### src/rtl/srx_pkg.sv
package srx_pkg;
  localparam int CFG_W  = 16;
  localparam int DATA_W = 9;

  // positions shared with the transmitter that decodes the same word
  localparam int F_EN    = 0;
  localparam int F_LEN   = 2;
  localparam int F_PAR   = 4;
  localparam int F_SYNC  = 11;
  localparam int F_EDGE  = 12;
  localparam int F_LOOP  = 15;
  // bits read by the receiver; the rest belong to the transmitter
  localparam logic [CFG_W-1:0] RX_USED_MASK = 16'h983D;

  typedef enum logic [1:0] {ST_IDLE, ST_DATA, ST_PAR, ST_STOP} rx_state_e;

  function automatic logic [3:0] char_bits(input logic [1:0] code);
    case (code)
      2'd0:    return 4'd7;
      2'd1:    return 4'd8;
      default: return 4'd9;
    endcase
  endfunction
endpackage

### src/rtl/srx_sync.sv
module srx_sync #(
  parameter int             W       = 2,
  parameter int             STAGES  = 2,
  parameter logic [W-1:0]   RST_VAL = '0
) (
  input  logic         clk,
  input  logic         rst,
  input  logic [W-1:0] d,
  output logic [W-1:0] q
);
  logic [W-1:0] stg [STAGES];

  always_ff @(posedge clk) begin
    if (rst) begin
      for (int k = 0; k < STAGES; k++) stg[k] <= RST_VAL;
    end else begin
      stg[0] <= d;
      for (int k = 1; k < STAGES; k++) stg[k] <= stg[k-1];
    end
  end

  assign q = stg[STAGES-1];
endmodule

### src/rtl/srx_async_timer.sv
module srx_async_timer #(
  parameter int OVS = 16
) (
  input  logic clk,
  input  logic clr,
  input  logic tick,
  input  logic line,
  input  logic fsm_idle,
  input  logic frame_end,
  output logic stb
);
  localparam int              CW  = $clog2(OVS);
  localparam logic [CW-1:0]   MID = CW'(OVS / 2);
  localparam logic [CW-1:0]   TOP = CW'(OVS - 1);

  logic [CW-1:0] cnt, cnt_n;
  logic          run, line_q, fell;

  assign fell  = line_q & ~line;
  assign cnt_n = (cnt == TOP) ? '0 : cnt + 1'b1;
  assign stb   = run & tick & (cnt_n == MID);

  always_ff @(posedge clk) begin
    if (clr) begin
      run    <= 1'b0;
      cnt    <= '0;
      line_q <= 1'b1;
    end else begin
      line_q <= line;
      if (!run) begin
        if (fell && fsm_idle) begin
          run <= 1'b1;
          cnt <= '0;
        end
      end else if (frame_end) begin
        run <= 1'b0;
      end else if (tick) begin
        cnt <= cnt_n;
      end
    end
  end

  AST_STB_SPACING: assert property (@(posedge clk) disable iff (clr)
    stb |=> !stb);
endmodule

### src/rtl/srx_frame_fsm.sv
module srx_frame_fsm
  import srx_pkg::*;
(
  input  logic              clk,
  input  logic              clr,
  input  logic              stb,
  input  logic              val,
  input  logic [1:0]        len_code,
  input  logic [1:0]        par_code,
  output logic              idle,
  output logic              frame_end,
  output logic              rx_vld,
  output logic [DATA_W-1:0] rx_data,
  output logic              rx_pe,
  output logic              rx_fe
);
  rx_state_e         st;
  logic [3:0]        bit_cnt, len_q;
  logic [DATA_W-1:0] shreg;
  logic              par_on_q, odd_q, par_bit;

  assign idle      = (st == ST_IDLE);
  assign frame_end = stb & ((idle & val) | (st == ST_STOP));

  always_ff @(posedge clk) begin
    if (clr) begin
      st       <= ST_IDLE;
      bit_cnt  <= '0;
      len_q    <= 4'd7;
      shreg    <= '0;
      par_on_q <= 1'b0;
      odd_q    <= 1'b0;
      par_bit  <= 1'b0;
      rx_vld   <= 1'b0;
      rx_data  <= '0;
      rx_pe    <= 1'b0;
      rx_fe    <= 1'b0;
    end else begin
      rx_vld <= 1'b0;
      if (stb) begin
        unique case (st)
          ST_IDLE: if (!val) begin
            st       <= ST_DATA;
            bit_cnt  <= '0;
            shreg    <= '0;
            len_q    <= char_bits(len_code);
            par_on_q <= par_code[1];
            odd_q    <= par_code[0];
          end
          ST_DATA: begin
            shreg   <= {val, shreg[DATA_W-1:1]};
            bit_cnt <= bit_cnt + 1'b1;
            if (bit_cnt == len_q - 1'b1) st <= par_on_q ? ST_PAR : ST_STOP;
          end
          ST_PAR: begin
            par_bit <= val;
            st      <= ST_STOP;
          end
          ST_STOP: begin
            st      <= ST_IDLE;
            rx_vld  <= 1'b1;
            rx_data <= shreg >> (4'(DATA_W) - len_q);
            rx_pe   <= par_on_q & (^shreg ^ par_bit ^ odd_q);
            rx_fe   <= ~val;
          end
          default: st <= ST_IDLE;
        endcase
      end
    end
  end

  AST_VLD_PULSE: assert property (@(posedge clk) disable iff (clr)
    rx_vld |=> !rx_vld);
  AST_STOP_FLAG: assert property (@(posedge clk) disable iff (clr)
    (stb && st == ST_STOP) |=> (rx_vld && (rx_fe == !$past(val))));
  AST_SEVEN_CLEAR: assert property (@(posedge clk) disable iff (clr)
    (rx_vld && len_q == 4'd7) |-> (rx_data[8:7] == 2'b00));
  AST_PE_NOPAR: assert property (@(posedge clk) disable iff (clr)
    (rx_vld && !par_on_q) |-> !rx_pe);
endmodule

### src/rtl/serial_frame_rx.sv
module serial_frame_rx
  import srx_pkg::*;
#(
  parameter int OVS         = 16,
  parameter int SYNC_STAGES = 2
) (
  input  logic              clk,
  input  logic              rst,
  input  logic [CFG_W-1:0]  cfg_word,
  input  logic              baud_tick,
  input  logic              rxd_pin,
  input  logic              sclk_pin,
  input  logic              txd_loop,
  output logic              rx_valid,
  output logic [DATA_W-1:0] rx_data,
  output logic              rx_par_err,
  output logic              rx_frm_err
);
  logic en, sync_mode, rise_sel, loop_sel, clr;
  logic unused_cfg;
  assign en         = cfg_word[F_EN];
  assign sync_mode  = cfg_word[F_SYNC];
  assign rise_sel   = cfg_word[F_EDGE];
  assign loop_sel   = cfg_word[F_LOOP];
  assign clr        = rst | ~en;
  assign unused_cfg = ^(cfg_word & ~RX_USED_MASK);

  // loopback is chosen ahead of the synchroniser so both sources share one path
  logic [1:0] sync_q;
  logic       rxd_s, sclk_s, sclk_q;
  srx_sync #(.W(2), .STAGES(SYNC_STAGES), .RST_VAL(2'b01)) u_sync (
    .clk (clk),
    .rst (rst),
    .d   ({sclk_pin, loop_sel ? txd_loop : rxd_pin}),
    .q   (sync_q)
  );
  assign rxd_s  = sync_q[0];
  assign sclk_s = sync_q[1];

  always_ff @(posedge clk) begin
    if (rst) sclk_q <= 1'b0;
    else     sclk_q <= sclk_s;
  end

  logic sync_edge, sync_stb, async_stb, stb, fsm_idle, frame_end;
  assign sync_edge = rise_sel ? (sclk_s & ~sclk_q) : (~sclk_s & sclk_q);
  assign sync_stb  = sync_mode & en & sync_edge;
  assign stb       = sync_mode ? sync_stb : async_stb;

  srx_async_timer #(.OVS(OVS)) u_timer (
    .clk       (clk),
    .clr       (clr | sync_mode),
    .tick      (baud_tick),
    .line      (rxd_s),
    .fsm_idle  (fsm_idle),
    .frame_end (frame_end),
    .stb       (async_stb)
  );

  srx_frame_fsm u_fsm (
    .clk       (clk),
    .clr       (clr),
    .stb       (stb),
    .val       (rxd_s),
    .len_code  (cfg_word[F_LEN +: 2]),
    .par_code  (cfg_word[F_PAR +: 2]),
    .idle      (fsm_idle),
    .frame_end (frame_end),
    .rx_vld    (rx_valid),
    .rx_data   (rx_data),
    .rx_pe     (rx_par_err),
    .rx_fe     (rx_frm_err)
  );

  AST_ONE_SOURCE: assert property (@(posedge clk) disable iff (rst)
    $onehot0({async_stb, sync_stb}));
  AST_DIS_QUIET: assert property (@(posedge clk) disable iff (rst)
    !en |=> !rx_valid);
endmodule

### config.mk
export PLATFORM = sky130hd
export DESIGN_NAME = serial_frame_rx
export DESIGN_NICKNAME = d
export VERILOG_FILES = /design/src/rtl/srx_pkg.sv /design/src/rtl/srx_sync.sv /design/src/rtl/srx_async_timer.sv /design/src/rtl/srx_frame_fsm.sv /design/src/rtl/serial_frame_rx.sv
export SDC_FILE = /design/constraint.sdc
export NUM_CORES = 1
export LEC_CHECK = 0
export ABC_AREA = 1
export ABC_CLOCK_PERIOD_IN_PS = 3550
export BUFFER_PORTS_ARGS = -buffer_cell sky130_fd_sc_hd__buf_2
export CORE_AREA = 4 4 75 77
export DETAILED_ROUTE_END_ITERATION = 8
export DIE_AREA = 0 0 79 81
export GPL_TIMING_DRIVEN = 0
export PLACE_DENSITY_LB_ADDON = 0.12
export SYNTH_ARGS = -nofsm -noshare
export SYNTH_HDL_FRONTEND = slang
export SYNTH_SLANG_ARGS = --single-unit
### constraint.sdc
create_clock -name clk -period 3.55 [get_ports clk]
set_input_delay 0.1775 -clock clk [delete_from_list [all_inputs] [get_ports clk]]
set_output_delay 0.1775 -clock clk [all_outputs]
set_load 0.05 [all_outputs]
After elaboration in Yosys (flattened, before gate mapping)
Memories as Yosys holds them, arrays and structs flattened.
Index checks and enable logic that the tools add are counted.
- bits in writable memories: 4
- bits in registers: 41
- output and inout port bits: 12
- bits of input ports: 22
- memories: 1
- word-level logic and storage cells: 93
- equal/unequal tests: 11
- add/subtract/negate cells: 4
- shift operators: 1
- multiplexer cells: 26
- reduce and logical (&&, ||, !) cells: 13
- bitwise logic cells: 22
- memories (name ; words ; width ; rd ports ; clocked after Yosys merged registers in ; write ports ; RTL line ; text):
    u_sync.stg ; 2 ; 2 ; 2 ; 0 ; 2 ; srx_sync.sv:11 ; logic [W-1:0] stg [STAGES];
- operators with widths (operator ; count):
    4-bit two-way mux ; 6
    9-bit case mux with 2 select lines ; 1
    4-bit case mux with 2 select lines ; 2
    3-bit AND reduction ; 4
    1-bit two-way mux ; 11
    1-bit bitwise AND ; 10
    9-bit two-way mux ; 1
    9-bit XOR reduction ; 1
    9-bit by 4-bit >> shifter with 9-bit output ; 1
    4-bit by 1-bit adder with 4-bit output, second input constant ; 2
    4-bit equality test, second input constant ; 2
    2-bit two-way mux ; 4
    2-bit case mux with 4 select lines ; 1
    2-bit inequality test, second input constant ; 3
    1-bit inverter ; 5
    1-bit OR ; 5
    2-bit by 1-bit equality test with 1-bit output, second input constant ; 2
    2-bit equality test, second input constant ; 2
    4-bit equality test ; 1
    2-bit logical NOT ; 2
    2-bit AND reduction ; 2
    2-bit nonzero test ; 2
    4-bit by 1-bit subtractor with 4-bit output, second input constant ; 1
    4-bit subtractor, first input constant ; 1
    4 further kinds ; 5

Logic depth before layout (Yosys ltp)
An unclocked memory read counts as a cell.
- depth after elaboration: 9
- mapped depth: 14
- mapped depth without buffers: 13

By module
Synthesis repeated with hierarchy kept, for this count alone.
- cells, all modules: 334
- area total of the unflattened synthesis: 2313.5 um2
- by module, submodules not included (module ; instances ; cells each ; area an instance (um2)):
    srx_frame_fsm ; 1 ; 256 ; 1751.7
    srx_async_timer ; 1 ; 44 ; 331.6
    srx_sync ; 1 ; 15 ; 128.9
    serial_frame_rx ; 1 ; 19 ; 101.3

Worst setup path before layout
OpenSTA, ideal clock, no wires.
- kind: register -> register
- start point: register u_fsm.len_q[0]
- end point: register u_fsm.st[0]
- arrival: 1.605 ns
- setup time: 0.113 ns
- cell stages (with the launch flop): 11
- path buffers: 1
- path slack: 1.831 ns
- path through: dfxtp_1 clkbuf_1 inv_1 ha_1 xnor2_1 nor3_1 nand2_1 nand2_1 nand3_1 nor2_1 nor2_1
- longest elaborated chain between the ends: 4
- RTL lines (element ; RTL line ; text):
    start: declaration ; srx_frame_fsm.sv:18 ; logic [3:0] bit_cnt, len_q;
    start signal: assignment ; srx_frame_fsm.sv:46 ; len_q <= char_bits(len_code);
    4-bit by 1-bit subtractor with 4-bit output ; srx_frame_fsm.sv:53 ; if (bit_cnt == len_q - 1'b1) st <= par_on_q ? ST_PAR : ST_STOP;
    4-bit equality test ; srx_frame_fsm.sv:53 ;
    2-bit by 1-bit inequality test with 1-bit output (no source line) ; n/a ;
    3-bit AND reduction (no source line) ; n/a ;
    end signal: assignment ; srx_frame_fsm.sv:53 ;
    end: declaration ; srx_frame_fsm.sv:17 ; rx_state_e st;
Every way passes these cells.
A chain may end at the register's enable or synchronous reset.

Worst setup path after layout
Ends and elaborated chain as after synthesis.

==> flow_summary_export.csv <==
group,metric,value,unit
worst_setup_path,critical_path_arrival,2.23,ns
global_route,grt.overflow.total,0,
worst_setup_path,r2r_setup_slack,1.55,ns
placement,dp_slack,1.58,ns
worst_setup_path,rr_startpoint,"u_fsm.len_q[0]",
timing,fin_crit_sh,0.562,
yosys,syn_nets,393,
floorplan,core_area,5010,um^2
routing,drt_iter0_drc,133,
floorplan,fp.dieH,81,um
clock_network,clk_root_buffer_cell,"clkbuf_8",
pwr,p_int,651,uW
timing,finalWorstSetupSlack,1.55,ns
pwr,power_density,316,nW/um^2
floorplan,fp.dieW,79,um
timing,max_slew_margin,0.589,
global_route,track_usage,0.187,
worst_setup_path,r2r-end,"u_fsm.st[0]",
routing,drcViolationCount,0,
yosys,syn_area_per_cell,6.71,um^2
min_path,hold_path_class,"input pin to register",
worst_setup_path,crit_path_end_kind,"register",
yosys,synth_top_cells_by_area,"dfxtp_1 36%, nand2_1 15%, nor2_1 8.0%",
floorplan,start_util,0.485,
worst_setup_path,r2r_cells,11,
floorplan,io_pins,34,
worst_setup_path,worstPathRequired,3.79,ns
yosys,synth_top_cell_area_share,0.363,
timing,setup_violations,0,
clock_network,cts_resized,0,
yosys,synth_cell_types,30,
floorplan,rows,26,
pwr,ir_drop,0.000191,V
timing,finalSetupTns,0,ns
layout,drive_gt1_frac,0.144,
timing,rsz0062_at_grt,"no",
clock_network,path_clk_slew,0.09,ns
pwr,leakage,0.00135,uW
routing,wl_per_cell,11.3,um
yosys,synth_cells,362,
timing,worst_slew_pin_slew,0.616,ns
routing,antenna_left,0,
routing,vias_per_cell,4.83,
floorplan,die-area,6400,um^2
clock_network,cts_sinks,44,
clock_network,clockBufferDepth,2,
pwr,p_switching,213,uW
placement,dp_hpwl,3.94,mm
routing,drt_wl_total,5.26,mm
layout,syn2layout_area_growth,12.5,%
yosys,synth-seq-cells,44,
timing,drv_slew,0,
min_path,worstHoldStart,"cfg_word[15]",
pwr,p_clk_frac,0.376,
yosys,synth_seq_area_share,0.363,
pwr,total_power,865,uW
flow_run,cap_violations,0,
worst_setup_path,crit_chain,"clkbuf_1, inv_1, ha_1, xnor2_1, nor3_1, nand2_1, nand2_1, nand3_1, nand2_1, nand2_1, nor2_1",
pwr,pwr-share-seq,0.579,
layout,multi_input_area,1320,um^2
clock_network,htreeDepth,2,
global_route,grt_max_degree,16,
layout,nets,425,
global_route,antenna_found_initial,0,
yosys,ys_warn_count,0,
timing,finClkSkew,0.00596,ns
placement,io_buffers,25,
clock_network,cts_buffers,5,
timing,fin_crit,2.00,ns
routing,first_pass_iters,4,
worst_setup_path,max_stage_delay,0.38,ns
clock_network,post_cts_buffers,0,
clock_network,insertion_delay,0.30,ns
layout,layout_common_cells,"94 x nand2_1, 52 x nor2_1, 44 x dfxtp_1",
yosys,synth_largest_area_cell,"dfxtp_1",
layout,regArea,881,um^2
pwr,combPwrFrac,0.045,
worst_setup_path,crit_family,"simple AND/OR/NAND/NOR gates",
placement,gp_congestion,0.861,
global_route,grt_pass1_wl,9.65,mm
min_path,min_to,"u_sync.stg[0][0]",
clock_network,tritoncts,"yes",
layout,num-fill-cells,544,
status,outcome,"complete, no violations",
global_route,grt_pass1_vias,2138,
min_path,hold_depth,2,
routing,routed-via-count,2248,
layout,antenna_cells,0,
layout,layout_commonest_cell,"nand2_1",
worst_setup_path,crit_buf_inv,2,
yosys,syn_area,2430,um^2
worst_setup_path,crit_path_frequent_cell,"nand2_1",
worst_setup_path,start_kind,"register",
worst_setup_path,criticalPathCategory,"register to register",
timing,hold_violations,0,
timing,max_freq,0.501,GHz
clock_network,hold_buffers,0,
worst_setup_path,cp_max_fo,10,
pwr,p_sw_frac,0.247,
worst_setup_path,slowest_stage,"dfxtp_1",
[Yosys cell counts, drive strengths merged]
master and count:
nand4 5, inv 41, o211ai 2, buf 6, nand3 14, xor2 3
xnor2 5, clkinv 1, nor2 54, o21bai 1, o221ai 1, clkbuf 7
nand3b 2, dfxtp 44, nand2 97, o21ai 32, o22ai 5, a21oi 28
ha 9, or2 3, nor3 2
[worst max-delay path by stage]
stage / endpoint / depth (start not counted) / from / slack (ns)
floorplan: u_fsm.st[0] / 10 / u_fsm.len_q[0] / 1.83
global placement: u_fsm.st[1] / 11 / u_fsm.len_q[0] / 1.57
detailed placement: u_fsm.st[1] / 11 / u_fsm.len_q[0] / 1.58
CTS: u_fsm.st[0] / 11 / u_fsm.len_q[0] / 1.56
global route: u_fsm.st[1] / 14 / u_fsm.len_q[0] / 1.26
finish: u_fsm.st[0] / 11 / u_fsm.len_q[0] / 1.55
[cell type report]
cell class,count,share of cell area
repair buffers,25,0.0458
multi-input cells,263,0.483
plain buffers,13,0.0252
inverters,42,0.0586
well taps,70,0.0321
clock inverters,3,0.00778
flip-flops and latches,44,0.322
clock buffers,5,0.0252
[per-layer routing]
metal  track usage  share of wire  wire length [um]  vias up
li1              -              -                 -     1214
met1         0.252           0.50              2620      991
met2         0.301           0.45              2370       33
met3        0.0299          0.030               156       10
met4        0.0687          0.020               104        0
met5             0              0                 0        -
[per-stage QoR]
| step | hold WS [ns] | instances | area, um^2 | utilization |
|---|---|---|---|---|
| finish | 0.0653 | 465 | 2730 | 0.545 |
| global route | 0.0749 | 465 | 2730 | 0.545 |
| CTS | 0.0573 | 465 | 2730 | 0.545 |
| detailed placement | 0.381 | 457 | 2640 | 0.527 |
| global placement | 0.376 | 457 | 2640 | 0.527 |
| floorplan | 0.249 | 362 | 2430 | - |
[logic make-up (layout without fill, tap and decap cells)]
| logic type | after synthesis | after routing | share of synthesized area |
|---|---|---|---|
| buf+inv | 55 | 88 | 0.0942 |
| compound gates | 69 | 69 | 0.156 |
| flops | 44 | 44 | 0.363 |
| fa+ha+maj | 9 | 9 | 0.0463 |
| xor+xnor | 8 | 8 | 0.0288 |
| simple gates | 177 | 177 | 0.313 |
[worst register-to-register path, stage by stage (launching register included)]
cell and delay, ns:
dfxtp_1 0.38, clkbuf_1 0.32, inv_1 0.12, ha_1 0.32, xnor2_1 0.12, nor3_1 0.18
nand2_1 0.08, nand2_1 0.06, nand3_1 0.13, nand2_1 0.09, nand2_1 0.05, nor2_1 0.10
[state kept, by name, indices dropped and copies added (netlist names)]
register and count:
u_fsm.rx_data 9, u_timer.line_q 1, u_timer.cnt 4, u_fsm.odd_q 1
u_fsm.rx_pe 1, u_fsm.par_bit 1, u_sync.stg 4, u_fsm.bit_cnt 4
u_fsm.par_on_q 1, u_fsm.rx_fe 1, u_timer.run 1, u_fsm.st 2
u_fsm.rx_vld 1, sclk_q 1, u_fsm.len_q 3, u_fsm.shreg 9
[power by group through the flow]
stage               Sequential [uW]  Clock (uW)  Combinational [uW]
floorplan                       511           0                23.5
global placement                512           0                38.4
detailed placement              512           0                39.0
CTS                             501         330                39.2
global route                    502         346                45.1
finish                          501         325                38.6
Power figures use the tool's default switching activity.
